<file path="src/rtl/bce_pkg.sv">
package bce_pkg;
  localparam int unsigned CODE_W    = 4;
  localparam int unsigned SEL_W     = CODE_W - 1;
  localparam int unsigned NUM_TERMS = 7;

  typedef struct packed {
    logic ovf;
    logic cry;
    logic zer;
    logic sgn;
    logic par;
  } bce_flags_t;
endpackage

</file>
<file path="src/rtl/bce_term_array.sv">
module bce_term_array
  import bce_pkg::*;
(
  input  logic [SEL_W-1:0]     sel,
  input  bce_flags_t           flags,
  output logic [NUM_TERMS-1:0] terms
);
  logic s_mis;
  assign s_mis = flags.sgn ^ flags.ovf;

  always_comb begin
    // each term: opcode pattern (with don't-cares) AND one flag test
    terms[0] = (sel == 3'b000) & flags.ovf;           // 000
    terms[1] = ~sel[2] & sel[0] & flags.cry;          // 0x1 : carry, carry|zero
    terms[2] = ~sel[2] & sel[1] & flags.zer;          // 01x : zero, carry|zero
    terms[3] = (sel == 3'b100) & flags.sgn;           // 100
    terms[4] = (sel == 3'b101) & flags.par;           // 101
    terms[5] = sel[2] & sel[1] & s_mis;               // 11x : less, less|equal
    terms[6] = (sel == 3'b111) & flags.zer;           // 111
  end
endmodule

</file>
<file path="src/rtl/bce_combine.sv">
module bce_combine
  import bce_pkg::*;
(
  input  logic [NUM_TERMS-1:0] terms,
  input  logic                 invert,
  output logic                 result
);
  logic none_hit;
  assign none_hit = ~(|terms);
  // none_hit is low when the test holds; fix polarity with invert
  assign result = none_hit ~^ invert;
endmodule

</file>
<file path="src/rtl/branch_cond_eval.sv">
module branch_cond_eval
  import bce_pkg::*;
#(
  parameter int unsigned OUT_STAGES = 1
) (
  input  logic              clk,
  input  logic              rst_n,
  input  logic [CODE_W-1:0] cc_code,
  input  logic              flag_of,
  input  logic              flag_cf,
  input  logic              flag_zf,
  input  logic              flag_sf,
  input  logic              flag_pf,
  input  logic              flag_af,
  output logic              cond_true
);
  bce_flags_t           flags;
  logic [NUM_TERMS-1:0] terms;
  logic                 cond_c;

  assign flags = '{ovf: flag_of, cry: flag_cf, zer: flag_zf,
                   sgn: flag_sf, par: flag_pf};

  bce_term_array u_terms (
    .sel   (cc_code[CODE_W-1:1]),
    .flags (flags),
    .terms (terms)
  );

  bce_combine u_comb (
    .terms  (terms),
    .invert (cc_code[0]),
    .result (cond_c)
  );

  generate
    if (OUT_STAGES == 0) begin : g_comb
      assign cond_true = cond_c & rst_n;
    end else begin : g_reg
      logic cond_q;
      always_ff @(posedge clk or negedge rst_n) begin
        if (!rst_n) cond_q <= 1'b0;
        else        cond_q <= cond_c;
      end
      assign cond_true = cond_q;
    end
  endgenerate
endmodule

</file>
<file path="config.mk">
export PLATFORM = sky130hd
export DESIGN_NAME = branch_cond_eval
export DESIGN_NICKNAME = d
export VERILOG_FILES = /design/src/rtl/bce_pkg.sv /design/src/rtl/bce_term_array.sv /design/src/rtl/bce_combine.sv /design/src/rtl/branch_cond_eval.sv
export SDC_FILE = /design/constraint.sdc
export NUM_CORES = 1
export LEC_CHECK = 0
export BUFFER_PORTS_ARGS = -buffer_cell sky130_fd_sc_hd__buf_2
export CAP_MARGIN = 10
export CELL_PAD_IN_SITES_DETAIL_PLACEMENT = 0
export CELL_PAD_IN_SITES_GLOBAL_PLACEMENT = 1
export CORE_AREA = 2 2 39 41
export DETAILED_ROUTE_END_ITERATION = 12
export DIE_AREA = 0 0 41 43
export PLACE_DENSITY = 0.34
export SLEW_MARGIN = 0
export SYNTH_ARGS = -nofsm -noshare
export SYNTH_HDL_FRONTEND = slang
export SYNTH_SLANG_ARGS = --single-unit
export TNS_END_PERCENT = 20
</file>
<file path="constraint.sdc">
create_clock -name clk -period 0.8 [get_ports clk]
set_input_delay 0.12 -clock clk [delete_from_list [all_inputs] [get_ports clk]]
set_output_delay 0.12 -clock clk [all_outputs]
set_load 0.01 [all_outputs]
</file>
# Word-level counts from Yosys, hierarchy flattened

Cells that the tools add are included.

Equal/unequal tests: 3
Bitwise operators: 14
Reductions and logical operators: 2

Operators with widths:

| cell               | number |
|---|---|
| $and 1x1->1        | 10 |
| $eq 3x3->1 const B | 3 |
| $reduce_or 7->1    | 1 |
| $logic_not 3->1    | 1 |
| $not 1->1          | 2 |
| $xnor 1x1->1       | 1 |
| $xor 1x1->1        | 1 |

Flip-flop bits (word level): 1
Bits of input ports: 12
Output and inout bits: 1
Logic and storage cells: 20

# Longest topological paths before layout

Word-level depth: 6
Depth in mapped cells: 4
Depth with buffers taken out: 4

# By module

A second synthesis with hierarchy kept.

Cell total of the unflattened synthesis: 15
Area total of the unflattened synthesis: 128.9 um2

Modules (own cells, without submodules):

| module           | times used | cells each | area each (um2) | sequential area each (um2) |
|---|---|---|---|---|
| bce_term_array   | 1          | 11         | 75.1            | 0.0 |
| bce_combine      | 1          | 3          | 28.8            | 0.0 |
| branch_cond_eval | 1          | 1          | 25.0            | 25.0 |

# Least setup slack after synthesis

OpenSTA, ideal clock, no wires.

Path kind: input -> register
Start point: in flag_zf
End point: reg g_reg.cond_q, in the netlist cond_true
Library setup time: 0.080 ns
Arrival: 0.704 ns
Required time: 0.720 ns
Slack: 0.016 ns
Stages on the path: 4
Path buffers: 0
Cells stage by stage: nand2b_1 > a21o_1 > a31oi_1 > xnor2_1

Word-level cells in the longest chain between the ends: 4
Elaborated cells on any way between the ends: 5
Classes of those cells: bitwise (4); reduce/logical (1)

RTL lines:

| what                           | line                                       | RTL |
|---|---|---|
| from (decl)                    | branch_cond_eval.sv:11                     | `input logic flag_zf,` |
| $and 1x1->1 (on tied branches) | bce_term_array.sv:15, bce_term_array.sv:19 |  |
| $reduce_or 7->1 (*)            | bce_combine.sv:9                           | `assign none_hit = ~(\|terms);` |
| $not 1->1 (*)                  | bce_combine.sv:9                           |  |
| $xnor 1x1->1 (*)               | bce_combine.sv:11                          | `assign result = none_hit ~^ invert;` |
| named net cond_c               | branch_cond_eval.sv:19                     | `logic cond_c;` |
| to (signal assigned)           | branch_cond_eval.sv:43                     | `else cond_q <= cond_c;` |
| to (decl)                      | branch_cond_eval.sv:40                     | `logic cond_q;` |

Mark *: on every way through the listed nets, which the timed path passes. The rest lies on a longest branch.

# Final worst setup path

Start point: in cc_code[3]
End point: reg g_reg.cond_q, in the netlist cond_true

Word-level cells in the longest chain between the ends: 6
Elaborated cells on any way between the ends: 18
Classes of those cells: eq/ne (3); bitwise (13); reduce/logical (2)

RTL lines:

| what                                        | line                                       | RTL |
|---|---|---|
| from (decl)                                 | branch_cond_eval.sv:8                      | `input logic [CODE_W-1:0] cc_code,` |
| $not 1->1                                   | bce_term_array.sv:14, bce_term_array.sv:15 |  |
| $and 1x1->1 (on tied branches) (2 in a row) | bce_term_array.sv:14, bce_term_array.sv:15 |  |
| $reduce_or 7->1 (*)                         | bce_combine.sv:9                           |  |
| $not 1->1 (*)                               | bce_combine.sv:9                           |  |
| $xnor 1x1->1 (*)                            | bce_combine.sv:11                          |  |
| named net cond_c                            | branch_cond_eval.sv:19                     |  |

Marks and branches as above.

==> results.json <==
{
  "synthToLayoutAreaGrowth_pct": 126.9,
  "die_x_um": 41,
  "antenna_found_initial": 0,
  "rsz0062_at_grt": "yes",
  "fin_crit_ns": 0.9096,
  "critPathMaxFanout": 2,
  "vias_per_cell": 3.103,
  "max_stage_delay_ns": 0.21,
  "grt.overflow.total": 0,
  "worstPathCellList": "buf_6 > mux2i_1 > o32ai_2 > a31oi_1 > xnor2_1",
  "grt_pass1_vias": 102,
  "setup_slack_ns": -0.1096,
  "dp_slack_ns": -0.1429,
  "die_h_um": 43,
  "dp_cells": 38,
  "drive_gt1_share_pct": 65.22,
  "vias": 121,
  "dieArea_um2": 1763,
  "final_cell_count_no_fill": 39,
  "diodes": 0,
  "final_nets": 37,
  "drc_errors": 0,
  "grt_max_degree": 5,
  "fmax_mhz": 1099,
  "synth_top_area_cell": "dfrtp_1",
  "setup_tns_ns": -0.1096,
  "synth_area_leaders": "dfrtp_1, mux2i_1, a21o_2",
  "totalPowerFinal_mw": 0.1673,
  "num_io_pins": 13,
  "yosys_most_used_dff": "dfrtp_1",
  "fin_crit_sh_pct": 113.7,
  "syn_avg_cell_area_um2": 9.759,
  "slowest_stage": "mux2i_1",
  "gp_congestion": 0.6640,
  "drt-total-wl_um": 334,
  "drt_first_pass_iters": 2,
  "maxSlewHeadroom_pct": 88.54,
  "cp-end-kind": "flip-flop",
  "yosysSeqAreaShare_pct": 25.64,
  "cp.required_ns": 0.67,
  "portBuffers": 11,
  "avgRoutedWirePerCell_um": 8.564,
  "yosysTopAreaCellShare_pct": 25.64,
  "async_flop_share_pct": 100.0,
  "violations": "negative setup slack",
  "synth-edff-count": 0,
  "clkSlewWorstSetupHoldPaths_ns": 0,
  "worstMarginPinSlew_ns": 0.1671,
  "yosys_warnings": 0,
  "track_usage_pct": 3.203,
  "p_per_area_nw_per_um2": 755.3,
  "drv_cap": 0,
  "crit_type": "input pin to flip-flop",
  "netlist_area_um2": 97.59,
  "largest_reg_flops": 1,
  "synth_nets": 22,
  "start_util_pct": 7.052,
  "rows": 14,
  "syn_inst": 10,
  "hold_start": "cc_code[0]",
  "finalSetupViolCount": 1,
  "dpl.hpwl_um": 280.1,
  "ys_ff_latch": 1,
  "vdd_drop_max_uv": 119.3,
  "status": "finished, violations left",
  "antenna_left": 0,
  "drv_slew": 0,
  "min_path_cells": 2,
  "initialDrtViolationCount": 3,
  "synth.distinct_cells": 10,
  "cp.arrival_ns": 0.78,
  "min_path_type": "input pin to flip-flop",
  "finalHoldViolations": 0,
  "core_area_um2": 1384,
  "cts_setup_buffers": 0,
  "grt_pass1_wl_um": 400,
  "p_leak_nw": 0.1025,
  "hold-path-endpoint": "cond_true$_DFF_PN0_",
  "cp-start-kind": "input pin"
}
==> cells in the final DEF (no fill, tap or decap), drive strengths merged <==
cell type    netlist  final
dlygate4sd3        0      1
buf                0     12
o32ai              1      1
a22oi              1      1
a21o               2      2
xor2               1      1
nand2b             1      1
dfrtp              1      1
mux2i              1      1
a31oi              1      1
xnor2              1      1
==> worst max-delay path by stage <==
stage / from / to / depth (start not counted)
after floorplan: flag_zf / cond_true$_DFF_PN0_ / 4
after global placement: flag_sf / cond_true$_DFF_PN0_ / 5
after detailed placement: flag_sf / cond_true$_DFF_PN0_ / 5
after CTS: cc_code[3] / cond_true$_DFF_PN0_ / 5
after global routing: cc_code[3] / cond_true$_DFF_PN0_ / 5
final: cc_code[3] / cond_true$_DFF_PN0_ / 5
==> routing by layer <==
layer | wire length (um) | part of all wire [%] | GRT usage [%] | up-vias
met4 | 0 | 0 | 0 | 0
met1 | 178 | 53 | 7.006 | 43
li1 | - | - | - | 66
met2 | 70 | 21 | 2.188 | 12
met3 | 85 | 25 | 1.571 | 0
met5 | 0 | 0 | 0 | -
==> worst max-delay path: cells and delay by family <==
family                    cells  cell delay [ns]
xor gates and xnor gates      1             0.09
buffers and inverters         1             0.07
muxes                         1             0.21
AOI/OAI and AO/OA             2             0.29
==> layout make-up <==
cell class	instances	area, um2
Fill cell	156	1162
Multi-Input combinational cell	9	85.08
Sequential cell	1	25.02
Timing Repair Buffer	13	91.34
Tap cell	16	20.02
==> power breakdown <==
group / internal [mW] / leakage [nW] / switching [mW]
Clock: 0 / 0 / 0
Sequential: 0.0599 / 0.0117 / 0.00136
Combinational: 0.0649 / 0.0908 / 0.0411
Total: 0.125 / 0.102 / 0.0424
==> logic make-up after synthesis <==
kind of cell | Yosys count | share of synthesized area, %
DFF | 1 | 25.64
AOI/OAI and AO/OA | 5 | 39.76
and+or+nand+nor | 1 | 6.414
muxes | 1 | 10.26
xor gates and xnor gates | 2 | 17.95
==> timing repair <==
item	in CTS	in global routing
cloned	0	0
hold buffers	1	0
endpoints found under the setup margin	1	1
resized for setup	6	0
pin swaps	6	0
endpoints found under the hold margin	1	0
==> metrics by stage <==
step	util [%]	hold WS, ns	instance area [um2]
2_1_floorplan	-	-0.1756	97.59
5_1_grt	16.00	0.3276	221.5
4_1_cts	16.00	0.3132	221.5
3_5_place_dp	13.02	-0.1026	180.2
3_3_place_gp	13.02	-0.1039	180.2
6_report	16.00	0.3080	221.5
Note: power is estimated with default switching activity, not from simulation.
